[src/rtl/burst_pkg.sv]
package burst_pkg;

  typedef enum logic {
    ORD_LINEAR = 1'b0,
    ORD_XOR    = 1'b1
  } burst_order_e;

endpackage

[src/rtl/burst_beat_ctr.sv]
module burst_beat_ctr #(
  parameter int IDX_W = 2
) (
  input  logic             clk,
  input  logic             rst,
  input  logic             step_en,
  input  logic             advance,
  output logic [IDX_W-1:0] beat_q,
  output logic [IDX_W-1:0] beat_nxt
);

  always_comb begin
    if (!advance) beat_nxt = '0;
    else          beat_nxt = IDX_W'(beat_q + 1'b1);
  end

  always_ff @(posedge clk) begin
    if (rst)          beat_q <= '0;
    else if (step_en) beat_q <= beat_nxt;
  end

endmodule

[src/rtl/burst_order_map.sv]
module burst_order_map
  import burst_pkg::*;
#(
  parameter int IDX_W = 2
) (
  input  logic             order_xor,
  input  logic [IDX_W-1:0] base_lo,
  input  logic [IDX_W-1:0] beat,
  output logic [IDX_W-1:0] addr_lo
);

  logic [IDX_W-1:0] lin_lo;
  logic [IDX_W-1:0] xor_lo;

  assign lin_lo = IDX_W'(base_lo + beat);
  assign xor_lo = base_lo ^ beat;

  always_comb begin
    case (burst_order_e'(order_xor))
      ORD_XOR: addr_lo = xor_lo;
      default: addr_lo = lin_lo;
    endcase
  end

endmodule

[src/rtl/burst_seq.sv]
module burst_seq #(
  parameter int ADDR_W    = 8,
  parameter int BURST_LEN = 4,
  localparam int IDX_W    = $clog2(BURST_LEN)
) (
  input  logic              clk,
  input  logic              rst,
  input  logic              step_en,
  input  logic              advance,
  input  logic              order_xor,
  input  logic [ADDR_W-1:0] start_addr,
  output logic [ADDR_W-1:0] burst_addr,
  output logic [IDX_W-1:0]  beat_idx
);

  localparam int HI_W = ADDR_W - IDX_W;

  logic [ADDR_W-1:0] base_q;
  logic [ADDR_W-1:0] base_nxt;
  logic [IDX_W-1:0]  beat_nxt;
  logic [IDX_W-1:0]  lo_nxt;
  logic [HI_W-1:0]   hi_nxt;

  burst_beat_ctr #(.IDX_W(IDX_W)) u_beat (
    .clk     (clk),
    .rst     (rst),
    .step_en (step_en),
    .advance (advance),
    .beat_q  (beat_idx),
    .beat_nxt(beat_nxt)
  );

  assign base_nxt = advance ? base_q : start_addr;
  assign hi_nxt   = base_nxt[ADDR_W-1:IDX_W];

  burst_order_map #(.IDX_W(IDX_W)) u_map (
    .order_xor(order_xor),
    .base_lo  (base_nxt[IDX_W-1:0]),
    .beat     (beat_nxt),
    .addr_lo  (lo_nxt)
  );

  always_ff @(posedge clk) begin
    if (rst) begin
      base_q     <= '0;
      burst_addr <= '0;
    end else if (step_en) begin
      base_q     <= base_nxt;
      burst_addr <= {hi_nxt, lo_nxt};
    end
  end

endmodule

[config.mk]
export PLATFORM = sky130hd
export DESIGN_NAME = burst_seq
export DESIGN_NICKNAME = d
export VERILOG_FILES = /design/src/rtl/burst_pkg.sv /design/src/rtl/burst_beat_ctr.sv /design/src/rtl/burst_order_map.sv /design/src/rtl/burst_seq.sv
export SDC_FILE = /design/constraint.sdc
export NUM_CORES = 1
export LEC_CHECK = 0
export BUFFER_PORTS_ARGS = -buffer_cell sky130_fd_sc_hd__buf_4
export CORE_UTILIZATION = 31
export CTS_CLUSTER_SIZE = 10
export DETAILED_ROUTE_END_ITERATION = 16
export GPL_TIMING_DRIVEN = 0
export PLACE_DENSITY = 0.61
export SLEW_MARGIN = 20
export SYNTH_ARGS = -nofsm -noshare
export SYNTH_HDL_FRONTEND = slang
export SYNTH_SLANG_ARGS = --single-unit
[constraint.sdc]
create_clock -name clk -period 2.6 [get_ports clk]
set_input_delay 0.13 -clock clk [delete_from_list [all_inputs] [get_ports clk]]
set_output_delay 0.13 -clock clk [all_outputs]
set_load 0.02 [all_outputs]
# [Word level (Yosys, flattened, before mapping)]
# Cells that the tools add are included.
[op_classes] addsub=2 n_mux=3 bitwise_logic=1
[op_table] cell="2-to-1 mux 8 bit" n=1
[op_table] cell="2-to-1 mux 2 bit" n=2
[op_table] cell="adder 2 x 1 -> 2 bit (second input constant)" n=1
[op_table] cell="adder 2 bit" n=1
[op_table] cell="XOR 2 bit" n=1
[totals] register_bits=18 output_inout_bits=10 word_cells=9

# [Logic depth before layout (Yosys ltp)]
# Gate-level depths: netlist of run 1.
[logic_depth] word_depth=4 ltp_mapped=6

# [Modules after synthesis]
# A second synthesis of run 1 with hierarchy kept.
[unflattened] cells_unflattened=65 area_unflattened_um2=648.1
[by_module_without_submodules] mod="burst_seq" instances=1 cells_each=50 area_per_inst_um2=506.7
[by_module_without_submodules] mod="burst_beat_ctr" instances=1 cells_each=11 area_per_inst_um2=105.1
[by_module_without_submodules] mod="burst_order_map" instances=1 cells_each=4 area_per_inst_um2=36.3

# [Worst setup path before layout of run 1]
# No wires, ideal clock.
[synth_path] path_kind="reg2reg" startpoint="register u_beat.beat_q[0]" endpoint="register burst_addr[1]" arrival_time_ps=1219 path_slack_ps=1301 path_stages_with_launch=7 cell_sequence="dfxtp_1 -> nor2b_1 -> ha_1 -> nand2b_1 -> xnor2_1 -> xnor2_1 -> a211oi_2"
[synth_via] elab_chain_cells=4 word_cells_on_any_way=5 cone_classes="2 x add/sub; 2 x mux; 1 x bitwise"
[synth_lines] element="start, declared" line_no="burst_beat_ctr.sv:8" text="output logic [IDX_W-1:0] beat_q,"
[synth_lines] element="start signal, assigned" line_no="burst_beat_ctr.sv:19" text="else if (step_en) beat_q <= beat_nxt;"
[synth_lines] element="adder 2 x 1 -> 2 bit" line_no="burst_beat_ctr.sv:14" text="else beat_nxt = IDX_W'(beat_q + 1'b1);"
[synth_lines] element="2-to-1 mux 2 bit" line_no="burst_beat_ctr.sv:13" text="if (!advance) beat_nxt = '0;"
[synth_lines] element="named net beat_nxt[0]" line_no="burst_seq.sv:20" text="logic [IDX_W-1:0] beat_nxt;"
[synth_lines] element="adder 2 bit" line_no="burst_order_map.sv:15" text="assign lin_lo = IDX_W'(base_lo + beat);"
[synth_lines] element="2-to-1 mux 2 bit" line_no="burst_order_map.sv:19" text="case (burst_order_e'(order_xor))"
[synth_lines] element="end signal, assigned" line_no="burst_seq.sv:49" text="burst_addr <= {hi_nxt, lo_nxt};"
[synth_lines] element="end, declared" line_no="burst_seq.sv:12" text="output logic [ADDR_W-1:0] burst_addr,"
# The timed path passes the listed nets, and every way through them passes these cells.
# A chain may end at the register's enable or synchronous reset.

# [Worst setup path after layout of run 1]
[layout_path] startpoint="register base_q[0]" endpoint="register burst_addr[1]"
[layout_via] elab_chain_cells=3
[layout_lines] element="start, declared" line_no="burst_seq.sv:18" text="logic [ADDR_W-1:0] base_q;"
[layout_lines] element="start signal, assigned" line_no="burst_seq.sv:48" text="base_q <= base_nxt;"
[layout_lines] element="2-to-1 mux 8 bit" line_no="burst_seq.sv:33" text="assign base_nxt = advance ? base_q : start_addr;"
[layout_lines] element="named net base_nxt[0]" line_no="burst_seq.sv:19" text="logic [ADDR_W-1:0] base_nxt;"
[layout_lines] element="adder 2 bit" line_no="burst_order_map.sv:15"
[layout_lines] element="2-to-1 mux 2 bit" line_no="burst_order_map.sv:19"
# The timed path passes the listed nets, and every way through them passes these cells.

==> results.json, run 1 <==
{
  "fin_crit_sh_pct": 52.1,
  "end_kind": "flip-flop",
  "fp-row-count": 14,
  "finalHoldViolations": 0,
  "crit_slowest_cell": "dfxtp_1",
  "fill_cells": 159,
  "timing.hold.ws_ns": 0.0276,
  "final_nets": 96,
  "cpMostUsedCell": "xnor2_1",
  "finalCoreUtilization_pct": 48.7,
  "hold_buffers": 0,
  "die_area_mm2": 0.00196,
  "final.min_clock_period_ns": 1.35,
  "status": "complete, no violations",
  "dr.first_iter.drc_count": 4,
  "post-cts-setup-buffers": 0,
  "syn_area_um2": 553,
  "met2WireLength_um": 468,
  "fp.dieH_um": 44.2,
  "avgSynthCellArea_um2": 9.88,
  "max_cap_violations": 0,
  "synth_top_cell_area_share_pct": 43.4,
  "ys_types": 17,
  "place_inst": 93,
  "setup_viol": 0,
  "required_ns": 2.80,
  "grt_max_degree": 11,
  "fin_tns_setup_ns": 0,
  "syn_inst": 56,
  "num_vias": 420,
  "vias_per_cell": 4.33,
  "cp-start-kind": "flip-flop",
  "multi_input_area_um2": 254,
  "wire_per_inst_um": 10.3,
  "yosys-top-cells-count": "12 x dfxtp_1, 11 x mux2i_1, 11 x nor2_1",
  "die_w_um": 44.2,
  "cts_tree": "yes",
  "io_buffers": 21,
  "finalNonFillerCells": 97,
  "ys_ff_latch": 12,
  "drive_gt1_share_pct": 43.2,
  "place.gp.congestion": 0.654,
  "grt_pass1_vias": 404,
  "h-tree-depth": 1,
  "io_pins": 23,
  "clockRootBuffer": "clkbuf_4",
  "cp_cell_sequence": "mux2_2 > ha_1 > nand2b_1 > xnor2_1 > xnor2_1 > a211oi_2",
  "arrival_ns": 1.55,
  "synth.net_count": 70,
  "synthFlopType": "dfxtp_1",
  "r2r_setup_slack_ns": 1.25,
  "path_max_fanout": 2,
  "max_freq_mhz": 738,
  "coreArea_mm2": 0.00158,
  "cts_resized": 0,
  "ys_top_cells_by_area": "dfxtp_1 43%, mux2i_1 20%, buf_4 8.1%, nor2_1 7.5%, xnor2_1 3.2%",
  "insertion_delay_ns": 0.27,
  "met3_wirelength_um": 42,
  "synth_most_common_cell": "dfxtp_1",
  "cts_buffers": 3,
  "worst_pin_slew_ns": 0.436,
  "hpwl_um": 755,
  "grt_pass1_wl_mm": 1.60,
  "antenna_found_initial": 0,
  "drc": 0,
  "leakagePower_nw": 0.374,
  "finClkSkew_ns": 0.00109,
  "synth-seq-area-share_pct": 43.4,
  "antenna_cells": 0,
  "grt_use_total_pct": 11.5,
  "wl_met1_um": 472,
  "async_reset_ff_share_pct": 0,
  "initial_core_util_pct": 35.1,
  "clockBufferDepth": 2,
  "max_stage_delay_ns": 0.31,
  "slew_violations": 0,
  "synth_edf_count": 0,
  "drt_pass1_iterations": 5,
  "ant_nets": 0,
  "clock_sinks": 12,
  "seqCellArea_um2": 240,
  "synth_area_leader_cell": "dfxtp_1",
  "critical_path_class": "flip-flop to flip-flop",
  "yosysWarnings": 0,
  "ir_drop_mv": 0.274,
  "gr-total-overflow": 0,
  "hp-class": "primary input to flip-flop",
  "syn2layout_area_growth_pct": 38.7,
  "slew_headroom_pct": 70.9,
  "path_clk_slew_ns": 0.08,
  "rsz0062_at_grt": "false",
  "p_per_area_mw_per_mm2": 557,
  "top_layer_used": "met4",
  "drt-total-wl_mm": 1.00
}
-- cell families (layout without fill, tap and decap cells) --
group / after synthesis / after routing / share of synthesized area, %
flip-flops: 12 / 12 / 43.4
multiplexers: 12 / 12 / 21.9
AO/OA/AOI/OAI: 2 / 2 / 3.17
AND/OR/NAND/NOR: 17 / 17 / 13.8
XOR/XNOR: 3 / 3 / 4.75
buffers and inverters: 9 / 34 / 10.6
adder cells (fa/ha/maj): 1 / 1 / 2.26
-- flip-flops by register name, summed over array words and instances, names as in the netlist --
register,count
base_q,2
burst_addr,8
u_beat.beat_q,2
-- cells in the final DEF (no fill, tap or decap) --
| cell | netlist | routed |
|---|---|---|
| xor2_1 | 1 | 1 |
| clkbuf_4 | 0 | 3 |
| dfxtp_1 | 12 | 12 |
| nand2_1 | 1 | 1 |
| mux2i_1 | 11 | 11 |
| mux2_2 | 1 | 1 |
| nor2b_1 | 1 | 1 |
| buf_2 | 2 | 2 |
| buf_4 | 6 | 27 |
| ha_1 | 1 | 1 |
| a21oi_1 | 1 | 1 |
| xnor2_1 | 2 | 2 |
| clkbuf_8 | 0 | 1 |
| and2b_1 | 1 | 1 |
| nor2_1 | 11 | 11 |
| nand2b_1 | 2 | 2 |
| nand3_1 | 1 | 1 |
| clkbuf_1 | 1 | 1 |
| a211oi_2 | 1 | 1 |
-- metal layers --
layer / up-vias / track usage (%)
li1: 226 / -
met1: 184 / 13.9
met2: 8 / 17.1
met3: 2 / 2.04
met4: 0 / 10.9
met5: - / 0
-- worst max-delay path: cells and delay by family (launching register included) --
family                   cells  cell delay, ns
AND/OR/NAND/NOR              1            0.08
flip-flops                   1            0.31
AO/OA/AOI/OAI                1            0.20
XOR/XNOR                     2            0.24
adder cells (fa/ha/maj)      1            0.19
multiplexers                 1            0.26
-- final timing paths --
kind / cells after the start / end / startpoint
worst min-delay path: 2 / burst_addr[1] / rst
worst min register to register: 2 / burst_addr[3] / burst_addr[3]
worst max-delay path: 6 / burst_addr[1] / base_q[0]
worst max register to register: 6 / burst_addr[1] / base_q[0]
-- final cells by class --
class	instances	area share (%)
plain buffers	9	7.67
clock buffers	4	4.73
multi-input cells	35	33.1
flip-flops and latches	12	31.3
well taps	16	2.61
repair buffers	21	20.6
-- power by group --
group	switching, W	internal, W
logic	0.0000368	0.0000445
clock network	0.0000619	0.0000850
registers	0.00000545	0.000194
total	0.000104	0.000323
-- through the flow --
step	worst slack, ns	power, W	instance area (um^2)
2_1_floorplan	1.30	0.000253	553
3_5_place_dp	1.23	0.000286	731
5_1_grt	1.14	0.000452	767
6_report	1.25	0.000427	767
3_3_place_gp	1.23	0.000285	731
4_1_cts	1.24	0.000435	767
(Power assumes the default switching activity.)
==> run 2: changes to the inputs <==
--- a/config.mk
+++ b/config.mk
@@ -10,7 +10,7 @@
 export CTS_CLUSTER_SIZE = 10
 export DETAILED_ROUTE_END_ITERATION = 16
 export GPL_TIMING_DRIVEN = 0
-export PLACE_DENSITY = 0.61
+export PLACE_DENSITY = 0.63
 export SLEW_MARGIN = 20
 export SYNTH_ARGS = -nofsm -noshare
 export SYNTH_HDL_FRONTEND = slang
==> constraint.sdc (replaced) <==
create_clock -name clk -period 1.1 [get_ports clk]
set_input_delay 0.055 -clock clk [delete_from_list [all_inputs] [get_ports clk]]
set_output_delay 0.055 -clock clk [all_outputs]
set_load 0.02 [all_outputs]
==> results.json, run 2 (synthesis results as in run 1) <==
{
  "status": "finished, violations left",
  "failed_checks": "negative setup slack",
  "die_w_um": 44.2,
  "wire_per_inst_um": 10.8,
  "final_nets": 97,
  "finalNonFillerCells": 98,
  "mostFrequentLayoutCells": "27 x buf_4, 11 x mux2i_1, 11 x nor2_1",
  "required_ns": 1.26,
  "coreArea_mm2": 0.00158,
  "grt_pass1_wl_mm": 1.61,
  "fp.dieH_um": 44.2,
  "largest_reg_flops": 8,
  "die_area_mm2": 0.00196,
  "hp-class": "primary input to flip-flop",
  "post-cts-setup-buffers": 0,
  "ir_drop_mv": 0.695,
  "critical_path_class": "flip-flop to flip-flop",
  "num_vias": 446,
  "max_freq_mhz": 775,
  "place_inst": 93,
  "crit_end": "burst_addr[1]",
  "placed_cell_area_um2": 751,
  "cp-start-kind": "flip-flop",
  "hold_depth": 3,
  "p_per_area_mw_per_mm2": 1290,
  "layout_commonest_cell": "buf_4",
  "vias_per_cell": 4.55,
  "worst_pin_slew_ns": 0.421,
  "rsz0062_at_grt": "true",
  "cts_buffers": 3,
  "io_buffers": 21,
  "grt_max_degree": 11,
  "gr-total-overflow": 0,
  "io_pins": 23,
  "grt_pass1_vias": 386,
  "slew_violations": 0,
  "ant_nets": 0,
  "setup_viol": 2,
  "reg2regPathDepth": 6,
  "fp-row-count": 14,
  "initial_core_util_pct": 35.1,
  "drt_pass1_iterations": 3,
  "clockRootBuffer": "clkbuf_4",
  "drc": 0,
  "cts_tree": "yes",
  "fin_crit_sh_pct": 117,
  "arrival_ns": 1.45,
  "hpwl_um": 802,
  "clockBufferDepth": 2,
  "crit_path_start": "base_q[0]",
  "end_kind": "flip-flop",
  "final.min_clock_period_ns": 1.29,
  "place.gp.congestion": 0.654,
  "syn2layout_area_growth_pct": 44.3,
  "clock_sinks": 12,
  "h-tree-depth": 1,
  "antenna_cells": 0,
  "final_area_um2": 798,
  "largest-register": "burst_addr",
  "finClkSkew_ns": 0.000326,
  "drt-total-wl_mm": 1.05,
  "p_total_w": 0.00103,
  "path_max_fanout": 2,
  "path_clk_slew_ns": 0.08,
  "reg2reg_to": "burst_addr[1]",
  "fin_ws_ns": -0.190,
  "top_regs": "burst_addr: 8 flops, base_q: 2 flops, u_beat.beat_q: 2 flops",
  "antenna_found_initial": 0,
  "max_cap_violations": 0,
  "leakagePower_nw": 0.384,
  "grt_use_total_pct": 11.7,
  "drive_gt1_share_pct": 47.6,
  "insertion_delay_ns": 0.27,
  "slew_headroom_pct": 72.0,
  "dr.first_iter.drc_count": 7,
  "r2r-start": "base_q[0]",
  "finalHoldViolations": 0,
  "r2r_setup_slack_ns": -0.19
}
-- run 2: changes by cell type in the layout (fill, tap and decap cells not counted), sizes merged --
cell         before  now
dlygate4sd3       0    1
-- run 2: layout make-up --
cell class,instances,area (um^2)
Clock buffer,4,36.3
Multi-Input combinational cell,35,273
Buffer,9,58.8
Fill cell,160,778
Sequential cell,12,243
Timing Repair Buffer,22,168
Tap cell,16,20.0
-- run 2: worst max-delay path, stage by stage, from the launching register on --
cell	delay (ns)
dfxtp_2	0.32
mux2_4	0.27
ha_4	0.15
nand2b_1	0.07
xnor2_1	0.13
xnor2_1	0.15
a211oi_2	0.08
-- run 2: how the worst min path moves through the flow --
stage                    endpoint          start
floorplan           burst_addr[1]            rst
global placement    burst_addr[1]            rst
detailed placement  burst_addr[1]            rst
CTS                 burst_addr[7]  start_addr[7]
global route        burst_addr[5]  start_addr[5]
finish              burst_addr[7]  start_addr[7]
-- run 2: timing repair --
action / CTS / global route
hold buffers: 1 / 0
resized for setup: 0 / 1
setup endpoints to repair: 2 / 2
hold endpoints to repair: 2 / 0
cloned: 0 / 0
pin swaps: 0 / 2
-- run 2: power by group --
| group | internal, W | switching (W) |
|---|---|---|
| Combinational | 0.000113 | 0.0000914 |
| Sequential | 0.000459 | 0.0000136 |
| Clock | 0.000201 | 0.000152 |
-- run 2: per-layer routing --
layer | up-vias | wire, um | GRT usage [%]
met2 | 10 | 527 | 18.8
li1 | 228 | - | -
met4 | 0 | 20 | 7.27
met1 | 206 | 443 | 12.8
met3 | 2 | 63 | 4.90
met5 | - | 0 | 0
-- run 2: metrics by stage --
| step | setup slack (ns) | hold WS, ns | utilization (%) | setup TNS [ns] |
|---|---|---|---|---|
| 2_1_floorplan | -0.135 | 0.120 | - | -0.135 |
| 3_3_place_gp | -0.165 | 0.233 | 47.6 | -0.165 |
| 3_5_place_dp | -0.184 | 0.234 | 47.6 | -0.184 |
| 4_1_cts | -0.196 | 0.0148 | 50.6 | -0.203 |
| 5_1_grt | -0.219 | 0.0276 | 50.6 | -0.254 |
| 6_report | -0.190 | 0.0145 | 50.6 | -0.193 |
==> run 3: changes to the inputs <==
--- a/config.mk
+++ b/config.mk
@@ -5,13 +5,15 @@
 export SDC_FILE = /design/constraint.sdc
 export NUM_CORES = 1
 export LEC_CHECK = 0
+export ABC_AREA = 1
 export BUFFER_PORTS_ARGS = -buffer_cell sky130_fd_sc_hd__buf_4
 export CORE_UTILIZATION = 31
 export CTS_CLUSTER_SIZE = 10
 export DETAILED_ROUTE_END_ITERATION = 16
 export GPL_TIMING_DRIVEN = 0
-export PLACE_DENSITY = 0.63
+export PLACE_DENSITY = 0.61
 export SLEW_MARGIN = 20
 export SYNTH_ARGS = -nofsm -noshare
 export SYNTH_HDL_FRONTEND = slang
+export SYNTH_HIERARCHICAL = 1
 export SYNTH_SLANG_ARGS = --single-unit
==> results.json, run 3 <==
{
  "max_freq_mhz": 835,
  "seqCellArea_um2": 245,
  "required_ns": 1.27,
  "rsz0062_at_grt": "true",
  "ys_types": 16,
  "clockRootBuffer": "clkbuf_4",
  "async_reset_ff_share_pct": 0,
  "coreArea_mm2": 0.00198,
  "finClkSkew_ns": 0.00678,
  "place.gp.congestion": 0.637,
  "leakagePower_nw": 0.498,
  "setup_viol": 1,
  "path_max_fanout": 3,
  "hp-class": "primary input to flip-flop",
  "mostFrequentLayoutCells": "30 x buf_4, 19 x nor2_1, 17 x nand2_1",
  "syn_inst": 101,
  "cts_tree": "yes",
  "synth_top_cell_area_share_pct": 36.6,
  "dr.first_iter.drc_count": 6,
  "worst_pin_slew_ns": 0.323,
  "path_clk_slew_ns": 0.08,
  "largest_reg_flops": 8,
  "synth_most_common_cell": "nor2_1",
  "syn_area_um2": 656,
  "slew_headroom_pct": 78.2,
  "insertion_delay_ns": 0.27,
  "fill_cells": 213,
  "avgSynthCellArea_um2": 6.49,
  "multi_input_area_um2": 305,
  "drive_gt1_share_pct": 38.8,
  "antenna_found_initial": 0,
  "placed_cell_area_um2": 875,
  "fin_crit_sh_pct": 109,
  "fp.dieH_um": 48.0,
  "fp-row-count": 16,
  "die_w_um": 48.0,
  "grt_pass1_wl_mm": 2.12,
  "cts_buffers": 3,
  "hpwl_mm": 1.02,
  "fin_ws_ns": -0.0972,
  "layout_commonest_cell": "buf_4",
  "synth.net_count": 115,
  "finalCoreUtilization_pct": 47.2,
  "finalHoldViolations": 0,
  "status": "finished, violations left",
  "synth_area_leader_cell": "dfxtp_1",
  "drt_pass1_iterations": 2,
  "largest-register": "burst_addr",
  "syn2layout_area_growth_pct": 42.6,
  "max_cap_violations": 0,
  "grt_pass1_vias": 554,
  "yosys-top-cells-count": "20 x nor2_1, 18 x nand2_1, 17 x inv_1",
  "synth_edf_count": 0,
  "synthFlopType": "dfxtp_1",
  "cp-start-kind": "flip-flop",
  "ant_nets": 0,
  "p_total_w": 0.00105,
  "drc": 0,
  "yosysWarnings": 6,
  "initial_core_util_pct": 33.1,
  "vias_per_cell": 4.15,
  "grt_use_total_pct": 13.8,
  "clock_sinks": 12,
  "final_nets": 144,
  "io_buffers": 22,
  "ir_drop_mv": 1.02,
  "critical_path_class": "flip-flop to flip-flop",
  "arrival_ns": 1.37,
  "drt-total-wl_mm": 1.37,
  "antenna_cells": 0,
  "final_area_um2": 935,
  "p_per_area_mw_per_mm2": 1120,
  "failed_checks": "negative setup slack",
  "r2r_setup_slack_ns": -0.1,
  "ys_ff_latch": 12,
  "final.min_clock_period_ns": 1.20,
  "gr-total-overflow": 0,
  "top_regs": "burst_addr: 8 flops, base_q: 2 flops, u_beat/beat_q: 2 flops",
  "end_kind": "flip-flop",
  "wire_per_inst_um": 8.78,
  "num_vias": 647,
  "h-tree-depth": 1,
  "clockBufferDepth": 2,
  "synth-seq-area-share_pct": 36.6,
  "die_area_mm2": 0.00230,
  "ys_top_cells_by_area": "dfxtp_1 37%, nor2_1 11%, nand2_1 10%, inv_1 9.7%, buf_4 8.0%",
  "grt_max_degree": 11,
  "slew_violations": 0,
  "io_pins": 23
}
[run 3: cell count changes in the layout (fill, tap and decap cells not counted), sizes merged, moves of 2 or more]
cell    previous run  this run
mux2i             11         0
inv                0        20
o21ai              0         6
nand3              1        11
nand2              1        19
nand2b             2         0
nor2              11        22
xnor2              2         0
[run 3: critical path, cell delays in order (launching register included)]
cell and delay [ns]:
dfxtp_4 0.36, inv_4 0.07, nand2_4 0.06, inv_4 0.06
ha_4 0.13, inv_2 0.03, nor2_2 0.07, nand3_1 0.07
nand2_1 0.07, inv_1 0.04, nor2_1 0.10, nor2_1 0.05
[run 3: cells by family (layout without fill, tap and decap cells)]
logic type                 after synthesis  count (layout)  synth area share [%]
AOI/OAI and AO/OA                        8               8                  6.11
buffers and inverters                   28              56                  20.8
and+or+nand+nor                         52              52                  34.5
DFF                                     12              12                  36.6
adders and majority gates                1               1                  1.91
[run 3: repair_timing]
item,in CTS,in global routing
cloned,0,0
pin swaps,1,3
hold buffers,1,0
endpoints found under the hold margin,2,0
setup endpoints to repair,1,1
resized for setup,1,5
buffers inserted,0,1
[run 3: final cells by class]
| class | count | area share, % |
|---|---|---|
| clock buffers | 4 | 2.81 |
| multi-input cells | 61 | 32.7 |
| plain buffers | 7 | 5.62 |
| inverters | 21 | 9.50 |
| flip-flops and latches | 12 | 26.2 |
| well taps | 27 | 3.61 |
| repair buffers | 24 | 19.5 |
[run 3: where the power goes]
group | leakage (nW) | total [W] | switching [W] | internal, W
combinational | 0.382 | 0.000285 | 0.000150 | 0.000135
clock | 0.0150 | 0.000280 | 0.000140 | 0.000140
sequential | 0.100 | 0.000483 | 0.0000178 | 0.000465
total | 0.498 | 0.00105 | 0.000308 | 0.000741
[run 3: path summary, 6_finish.rpt]
| path | start | to | cells after the start |
|---|---|---|---|
| max | u_beat/beat_q[0] | burst_addr[1] | 11 |
| min | rst | u_beat/beat_q[1] | 4 |
| max reg2reg | u_beat/beat_q[0] | burst_addr[1] | 11 |
| min reg2reg | burst_addr[2] | burst_addr[2] | 2 |
[run 3: per-layer routing]
metal | up-vias | global-route usage [%] | routed length, um
li1 | 354 | - | -
met1 | 281 | 13.3 | 554
met2 | 10 | 25.4 | 740
met3 | 2 | 6.79 | 56
met4 | 0 | 5.00 | 18
met5 | - | 0 | 0
[run 3: through the flow]
step	setup WS (ns)	instances	setup TNS (ns)	hold slack, ns
after floorplan	-0.0211	101	-0.0211	0.134
after global placement	-0.0911	150	-0.0911	0.272
after detailed placement	-0.134	150	-0.134	0.277
after CTS	-0.102	155	-0.102	0.0510
after global routing	-0.172	156	-0.172	0.0570
final	-0.0972	156	-0.0972	0.0593
